## src/rtl/dbell_pkg.sv

```systemverilog
package dbell_pkg;
  localparam int WIN_ADDR_W = 8;
  localparam int WORD_IDX_W = WIN_ADDR_W - 2;
  localparam int REG_W      = 32;
  localparam int PEER_W     = 16;
  localparam int VEC_W      = 8;

  // word indices; software relies on these offsets
  localparam logic [WORD_IDX_W-1:0] IDX_MASK = 6'd0;
  localparam logic [WORD_IDX_W-1:0] IDX_STAT = 6'd1;
  localparam logic [WORD_IDX_W-1:0] IDX_POS  = 6'd2;
  localparam logic [WORD_IDX_W-1:0] IDX_BELL = 6'd3;

  typedef enum logic [1:0] {
    RSEL_NONE = 2'd0,
    RSEL_MASK = 2'd1,
    RSEL_STAT = 2'd2,
    RSEL_POS  = 2'd3
  } rsel_e;
endpackage

```

## src/rtl/dbell_decode.sv

```systemverilog
module dbell_decode
  import dbell_pkg::*;
(
  input  logic                  req_i,
  input  logic                  we_i,
  input  logic [WIN_ADDR_W-1:0] addr_i,
  output logic                  wr_mask_o,
  output logic                  wr_stat_o,
  output logic                  wr_bell_o,
  output logic                  rd_stat_o,
  output rsel_e                 rsel_o
);
  logic [WORD_IDX_W-1:0] word;
  logic                  wr, rd;

  assign word = addr_i[WIN_ADDR_W-1:2];
  assign wr   = req_i && we_i;
  // reads must be word aligned; writes ignore the byte lane bits
  assign rd   = req_i && !we_i && (addr_i[1:0] == 2'b00);

  assign wr_mask_o = wr && (word == IDX_MASK);
  assign wr_stat_o = wr && (word == IDX_STAT);
  assign wr_bell_o = wr && (word == IDX_BELL);
  assign rd_stat_o = rd && (word == IDX_STAT);

  always_comb begin
    rsel_o = RSEL_NONE;
    if (rd) begin
      unique case (word)
        IDX_MASK: rsel_o = RSEL_MASK;
        IDX_STAT: rsel_o = RSEL_STAT;
        IDX_POS:  rsel_o = RSEL_POS;
        default:  rsel_o = RSEL_NONE;
      endcase
    end
  end
endmodule

```

## src/rtl/dbell_irq.sv

```systemverilog
module dbell_irq
  import dbell_pkg::*;
#(
  parameter int NUM_OWN_VECS = 4
) (
  input  logic                    clk_i,
  input  logic                    rst_ni,
  input  logic                    msi_mode_i,
  input  logic                    wr_mask_i,
  input  logic                    wr_stat_i,
  input  logic                    rd_stat_i,
  input  logic [REG_W-1:0]        wdata_i,
  input  logic [NUM_OWN_VECS-1:0] event_i,
  output logic [REG_W-1:0]        mask_o,
  output logic [REG_W-1:0]        stat_o,
  output logic                    irq_o
);
  logic [REG_W-1:0] mask_q, stat_q;
  logic             ev_line;

  assign ev_line = !msi_mode_i && (|event_i);

  always_ff @(posedge clk_i or negedge rst_ni) begin
    if (!rst_ni) begin
      mask_q <= '0;
    end else if (wr_mask_i) begin
      mask_q <= wdata_i;
    end
  end

  // priority: bus write > event > read clear
  always_ff @(posedge clk_i or negedge rst_ni) begin
    if (!rst_ni) begin
      stat_q <= '0;
    end else if (wr_stat_i) begin
      stat_q <= wdata_i;
    end else if (ev_line) begin
      stat_q <= REG_W'(1);
    end else if (rd_stat_i) begin
      stat_q <= '0;
    end
  end

  assign mask_o = mask_q;
  assign stat_o = stat_q;
  assign irq_o  = !msi_mode_i && (|(stat_q & mask_q));

  assert_mask_write_R3: assert property (@(posedge clk_i) disable iff (!rst_ni)
    wr_mask_i |=> mask_q == $past(wdata_i));

  assert_stat_rdclr_R4: assert property (@(posedge clk_i) disable iff (!rst_ni)
    (rd_stat_i && !wr_stat_i && !ev_line) |=> stat_q == '0);

  assert_event_load_R6: assert property (@(posedge clk_i) disable iff (!rst_ni)
    (ev_line && !wr_stat_i) |=> stat_q == REG_W'(1));

  assert_msi_ignores_event_R6: assert property (@(posedge clk_i) disable iff (!rst_ni)
    (msi_mode_i && !wr_stat_i && !rd_stat_i) |=> $stable(stat_q));
endmodule

```

## src/rtl/dbell_ring.sv

```systemverilog
module dbell_ring
  import dbell_pkg::*;
#(
  parameter int MAX_PEERS = 16,
  parameter int CNT_W     = 6
) (
  input  logic                       clk_i,
  input  logic                       rst_ni,
  input  logic                       fire_i,
  input  logic [PEER_W-1:0]          dest_i,
  input  logic [VEC_W-1:0]           vec_i,
  input  logic [PEER_W-1:0]          num_peers_i,
  input  logic [MAX_PEERS*CNT_W-1:0] cnt_tbl_i,
  output logic                       ring_o,
  output logic [PEER_W-1:0]          ring_peer_o,
  output logic [VEC_W-1:0]           ring_vec_o
);
  localparam int CMP_W = (CNT_W > VEC_W) ? CNT_W : VEC_W;

  logic [CNT_W-1:0]  sel_cnt;
  logic              peer_in, vec_ok, hit;
  logic              ring_q;
  logic [PEER_W-1:0] peer_q;
  logic [VEC_W-1:0]  vec_q;

  always_comb begin
    sel_cnt = '0;
    for (int p = 0; p < MAX_PEERS; p++) begin
      if (32'(dest_i) == p) sel_cnt = cnt_tbl_i[p*CNT_W +: CNT_W];
    end
  end

  assign peer_in = (dest_i < num_peers_i) && (32'(dest_i) < MAX_PEERS);
  assign vec_ok  = CMP_W'(vec_i) < CMP_W'(sel_cnt);
  assign hit     = fire_i && peer_in && vec_ok;

  always_ff @(posedge clk_i or negedge rst_ni) begin
    if (!rst_ni) begin
      ring_q <= 1'b0;
      peer_q <= '0;
      vec_q  <= '0;
    end else begin
      ring_q <= hit;
      if (hit) begin
        peer_q <= dest_i;
        vec_q  <= vec_i;
      end
    end
  end

  assign ring_o      = ring_q;
  assign ring_peer_o = peer_q;
  assign ring_vec_o  = vec_q;

  assert_ring_from_write_R8: assert property (@(posedge clk_i) disable iff (!rst_ni)
    ring_o |-> $past(fire_i));

  assert_ring_peer_range_R9: assert property (@(posedge clk_i) disable iff (!rst_ni)
    ring_o |-> (ring_peer_o < $past(num_peers_i)));

  assert_ring_hold_R8: assert property (@(posedge clk_i) disable iff (!rst_ni)
    !$past(fire_i) |-> ($stable(ring_peer_o) && $stable(ring_vec_o) && !ring_o));
endmodule

```

## src/rtl/dbell_regbank.sv

```systemverilog
module dbell_regbank
  import dbell_pkg::*;
#(
  parameter int MAX_PEERS    = 16,
  parameter int MAX_VECS     = 32,
  parameter int NUM_OWN_VECS = 4,
  localparam int CNT_W       = $clog2(MAX_VECS + 1)
) (
  input  logic                       clk_i,
  input  logic                       rst_ni,
  input  logic                       msi_mode_i,
  input  logic                       req_i,
  input  logic                       we_i,
  input  logic [7:0]                 addr_i,
  input  logic [31:0]                wdata_i,
  output logic                       rsp_valid_o,
  output logic [31:0]                rdata_o,
  input  logic [15:0]                own_pos_i,
  input  logic [15:0]                num_peers_i,
  input  logic [MAX_PEERS*CNT_W-1:0] peer_vec_cnt_i,
  input  logic [NUM_OWN_VECS-1:0]    event_i,
  output logic                       irq_o,
  output logic                       ring_o,
  output logic [15:0]                ring_peer_o,
  output logic [7:0]                 ring_vec_o
);
  logic             wr_mask, wr_stat, wr_bell, rd_stat;
  rsel_e            rsel;
  logic [REG_W-1:0] mask, stat;
  logic             rsp_q;
  logic [REG_W-1:0] rdata_q, rd_mux;

  dbell_decode u_dec (
    .req_i     (req_i),
    .we_i      (we_i),
    .addr_i    (addr_i),
    .wr_mask_o (wr_mask),
    .wr_stat_o (wr_stat),
    .wr_bell_o (wr_bell),
    .rd_stat_o (rd_stat),
    .rsel_o    (rsel)
  );

  dbell_irq #(.NUM_OWN_VECS(NUM_OWN_VECS)) u_irq (
    .clk_i      (clk_i),
    .rst_ni     (rst_ni),
    .msi_mode_i (msi_mode_i),
    .wr_mask_i  (wr_mask),
    .wr_stat_i  (wr_stat),
    .rd_stat_i  (rd_stat),
    .wdata_i    (wdata_i),
    .event_i    (event_i),
    .mask_o     (mask),
    .stat_o     (stat),
    .irq_o      (irq_o)
  );

  dbell_ring #(.MAX_PEERS(MAX_PEERS), .CNT_W(CNT_W)) u_ring (
    .clk_i       (clk_i),
    .rst_ni      (rst_ni),
    .fire_i      (wr_bell),
    .dest_i      (wdata_i[31:16]),
    .vec_i       (wdata_i[7:0]),
    .num_peers_i (num_peers_i),
    .cnt_tbl_i   (peer_vec_cnt_i),
    .ring_o      (ring_o),
    .ring_peer_o (ring_peer_o),
    .ring_vec_o  (ring_vec_o)
  );

  always_comb begin
    unique case (rsel)
      RSEL_MASK: rd_mux = mask;
      RSEL_STAT: rd_mux = stat;
      RSEL_POS:  rd_mux = REG_W'(own_pos_i);
      default:   rd_mux = '0;
    endcase
  end

  always_ff @(posedge clk_i or negedge rst_ni) begin
    if (!rst_ni) begin
      rsp_q   <= 1'b0;
      rdata_q <= '0;
    end else begin
      rsp_q   <= req_i;
      rdata_q <= (req_i && !we_i) ? rd_mux : '0;
    end
  end

  assign rsp_valid_o = rsp_q;
  assign rdata_o     = rdata_q;

  assert_rsp_follows_req_R2: assert property (@(posedge clk_i) disable iff (!rst_ni)
    req_i |=> rsp_valid_o);

  assert_rsp_idle_R2: assert property (@(posedge clk_i) disable iff (!rst_ni)
    !req_i |=> !rsp_valid_o);

  assert_msi_line_low_R5: assert property (@(posedge clk_i) disable iff (!rst_ni)
    msi_mode_i |-> !irq_o);

  assert_undef_read_zero_R10: assert property (@(posedge clk_i) disable iff (!rst_ni)
    (req_i && !we_i && (addr_i[7:4] != 4'd0 || addr_i[3:2] == 2'd3 || addr_i[1:0] != 2'd0))
      |=> rdata_o == '0);
endmodule

```

## config.mk

```make
export PLATFORM = sky130hd
export DESIGN_NAME = dbell_regbank
export DESIGN_NICKNAME = d
export VERILOG_FILES = /design/src/rtl/dbell_pkg.sv /design/src/rtl/dbell_decode.sv /design/src/rtl/dbell_irq.sv /design/src/rtl/dbell_ring.sv /design/src/rtl/dbell_regbank.sv
export SDC_FILE = /design/constraint.sdc
export NUM_CORES = 1
export LEC_CHECK = 0
export CELL_PAD_IN_SITES_DETAIL_PLACEMENT = 1
export CELL_PAD_IN_SITES_GLOBAL_PLACEMENT = 1
export CORE_MARGIN = 1.5
export CORE_UTILIZATION = 37
export DETAILED_ROUTE_END_ITERATION = 10
export GPL_ROUTABILITY_DRIVEN = 0
export PLACE_DENSITY_LB_ADDON = 0.1
export SYNTH_ARGS = -nofsm -noshare
export SYNTH_HDL_FRONTEND = slang
export SYNTH_SLANG_ARGS = --single-unit
```

## constraint.sdc

```tcl
create_clock -name clk_i -period 3.7 [get_ports clk_i]
set_clock_uncertainty 0.2 [all_clocks]
set_input_delay 0.37 -clock clk_i [delete_from_list [all_inputs] [get_ports clk_i]]
set_output_delay 0.37 -clock clk_i [all_outputs]
set_load 0.005 [all_outputs]
```

==> results of run 1 <==
-- sequential cells by signal, indices dropped and copies added (netlist names) --
name                flops
u_irq.mask_o           32
rsp_valid_o             1
u_ring.ring_vec_o       8
rdata_o                32
u_ring.ring_peer_o     16
u_irq.stat_o           32
u_ring.ring_o           1
-- final timing paths --
check                      slack (ps)                      to  cells after the start
setup reg to reg                 2460              rdata_o[7]                      2
min in group asynchronous         200  u_ring.ring_peer_o[12]                      2
max in group asynchronous        2280         u_irq.mask_o[9]                      3
hold reg to reg                   310   u_ring.ring_peer_o[6]                      1
setup / recovery                 -160    u_ring.ring_vec_o[5]                     15
hold / removal                     80        u_irq.stat_o[25]                      3
-- layer usage --
layer | vias to the layer above | global-route usage (%) | routed length, µm
met5 | - | 0 | 0
met4 | 0 | 9.84 | 702
met3 | 46 | 5.94 | 1350
met2 | 251 | 46.3 | 11700
met1 | 3082 | 34.3 | 10200
li1 | 2736 | - | -
-- critical path: stages --
cell and delay (ps):
clkdlybuf4s15_2 230, or4_4 440, buf_4 160, buf_4 130
or4_4 490, buf_4 170, o22ai_4 180, ha_4 220
o21a_1 190, o2111a_1 260, buf_4 140, o2111ai_2 80
and3_4 250, o2111a_2 320, mux2_4 320
-- cell usage after synthesis (2+ instances only) --
library cell and instances:
a211oi_1 4, a21o_1 3, a21oi_1 17, a221oi_1 6
a222oi_1 16, a22o_1 52, a22oi_1 10, a31oi_1 5
and2_1 2, and3_1 4, buf_1 2, buf_2 4
clkbuf_1 27, dfrtp_1 122, ha_1 20, inv_1 35
mux2_2 43, mux2_4 6, mux2i_1 6, mux4_2 8
nand2_1 37, nand2b_1 8, nand4_1 7, nor2_1 18
nor2b_1 16, nor3_1 15, nor4_1 4, o21a_1 3
o21ai_0 17, o22ai_1 8, o31a_1 2, o31ai_1 2
or3_1 3, or4_1 3, or4_4 2
-- layout by cell type, fill, tap and decap left out, types with 6 or more instances in the layout --
cell type          n
a222oi_1          16
ha_1              18
a22o_1            52
mux2_2            39
nand2b_1           8
o21ai_0           16
inv_1             35
nand2_1           36
clkbuf_16         17
a22oi_1           10
mux4_2             8
o22ai_1            6
clkdlybuf4s50_1  219
mux2_4            10
mux2i_1            6
nor3_1             9
buf_4             78
buf_2              9
nand4_1            7
a21oi_1           15
nor2b_1           14
dfrtp_1          122
buf_6              6
nor2_1            14
-- cell families (layout without fill, tap and decap cells) --
kind of cell / after synthesis / in the layout
AO/OA/AOI/OAI: 158 / 159
adder cells (fa/ha/maj): 20 / 20
buffers and inverters: 70 / 386
flip-flops: 122 / 122
multiplexers: 63 / 63
AND/OR/NAND/NOR: 125 / 125
-- power breakdown --
part	leakage, nW	total [mW]	switching, mW	internal [mW]
logic	2.67	0.503	0.211	0.291
registers	1.69	1.39	0.0275	1.37
clock network	0.292	1.71	0.629	1.08
total	4.65	3.60	0.868	2.73
-- timing repair --
action                                 4_1_cts  5_1_grt
resized for setup                           62       29
pin swaps                                   16       22
setup buffers                                4        4
endpoints found under the hold margin       24        0
setup endpoints to repair                   25       24
cloned                                       1        0
hold buffers                                 1        0
-- per-stage QoR --
step	TNS, ps	power [mW]	worst slack [ps]
6_report	-2760	3.60	-162
5_1_grt	-5270	3.73	-257
2_1_floorplan	-5160	1.56	-360
3_5_place_dp	-22430	1.91	-964
4_1_cts	-1440	3.63	-105
3_3_place_gp	-19170	1.89	-833
-- layout make-up --
type                    count  area [µm²]  area share [%]
clock buffers              18         439            4.29
clock inverters            14         171            1.67
flip-flops and latches    122        3050            29.8
inverters                  36         135            1.32
well taps                 220         275            2.69
repair buffers            318        2970            29.0
multi-input cells         367        3190            31.2
==> flow_summary.yaml, run 1 <==
sta:
  setup_violations: 24
  finalCritPeriodShare_pct: 104
  rsz0062_at_grt: "true"
  hold_ws_ps: 83.2
  slew-limit-headroom_pct: 45.5
  maxSlewViolCount: 0
  finalWorstSetupSlack_ps: -162
  hold_viol_final: 0
  max_freq_mhz: 259
  fin_crit_ps: 3860
  worstMarginPinSlew_ps: 809
clocking:
  cts-htree-levels: 4
  clk-insertion-delay-late_ps: 420
  cts_root_buf: "clkbuf_16"
  clkTransAtPathRegs_ps: 60
  cts_tree: "built"
  clockBufferDepth: 2
  clock-sinks: 122
  cts_made_buffers: 17
power:
  leakagePower_nw: 4.65
  max-vdd-ir-drop_mv: 0.312
  p_per_area_nw_per_um2: 352
global_routing:
  antenna_found_initial: 0
  grt_pass1_vias: 6751
  grt_first_pass_wirelength_mm: 37.2
  grt_max_degree: 99
  grt_overflow: 0
  track_usage_pct: 27.3
yosys:
  synthXorXnorAreaFrac_pct: 0
  synthSimpleGateAreaFrac_pct: 10.4
  synthAdderAreaFrac_pct: 3.98
  ys_ff_latch: 122
  synth.mux.area_fraction_pct: 12.9
  synth_top_family_by_area: "compound AO/OA/AOI/OAI gates"
  yosysTopAreaCell: "dfrtp_1"
  ys_warn_count: 0
  synth_cell_types: 56
  synth_compound_area_share_pct: 19.6
  synth_cells: 558
  synth_area_um2: 6290
  synth.area.top_cells: "dfrtp_1, mux2_2, a22o_1"
  synth_top_area_share_pct: 48.5
  synth_edf_count: 0
  synth-seq-area-share_pct: 48.5
  synth-main-ff-cell: "dfrtp_1"
  async_flop_share_pct: 100
  synth_nets: 755
  avgSynthCellArea_um2: 11.3
layout:
  area_delta_synth_final_pct: 62.7
  fillCellCount: 1748
  drive_above_1_share_pct: 26.1
  insertedDiodeCount: 0
  instances_no_fill: 1095
  nets: 1059
  post-route-cell-area_um2: 10200
  fin_util_pct: 61.7
floorplanning:
  coreArea_um2: 16600
  die_area_um2: 17800
  rows: 47
  ioPinCount: 236
  fp.dieH_um: 133
  dieWidth_um: 133
  initial_core_util_pct: 37.9
setup_path:
  r2r-start: "u_irq.stat_o[7]"
  cp_max_fo: 5
  end_kind: "flip-flop"
  critical_path_required_ps: 3800
  arrival_ps: 3970
  critical_path_class: "in2reg"
  startpoint: "wdata_i[31]"
  start_kind: "input port"
hold_path:
  holdCritStartpoint: "wdata_i[25]"
  hold_class: "in2reg"
drt:
  dr_total_vias: 6115
  wire_per_inst_um: 21.9
  wl_mm: 24.0
  first_pass_iters: 5
  first_iter_violations: 371
  viasPerCell: 5.58
  final_antenna_net_count: 0
  drc: 0
outcome:
  status: "complete, but fails checks"
  violations: "setup timing"
placed_design:
  dpl.hpwl_mm: 17.8
  dp.cells: 1053
  io_buffers: 235
  dpl_cell_area_um2: 9370
run:
  maxCapViolCount: 0
Power figures use the tool's default switching activity.
==> run 2: changes to the inputs <==
--- a/config.mk
+++ b/config.mk
@@ -9,6 +9,7 @@
 export CELL_PAD_IN_SITES_GLOBAL_PLACEMENT = 1
 export CORE_MARGIN = 1.5
 export CORE_UTILIZATION = 37
+export CTS_CLUSTER_DIAMETER = 30
 export DETAILED_ROUTE_END_ITERATION = 10
 export GPL_ROUTABILITY_DRIVEN = 0
 export PLACE_DENSITY_LB_ADDON = 0.1
==> results of run 2 <==
No change in the layout: final DEF, timing and power equal those of run 1.
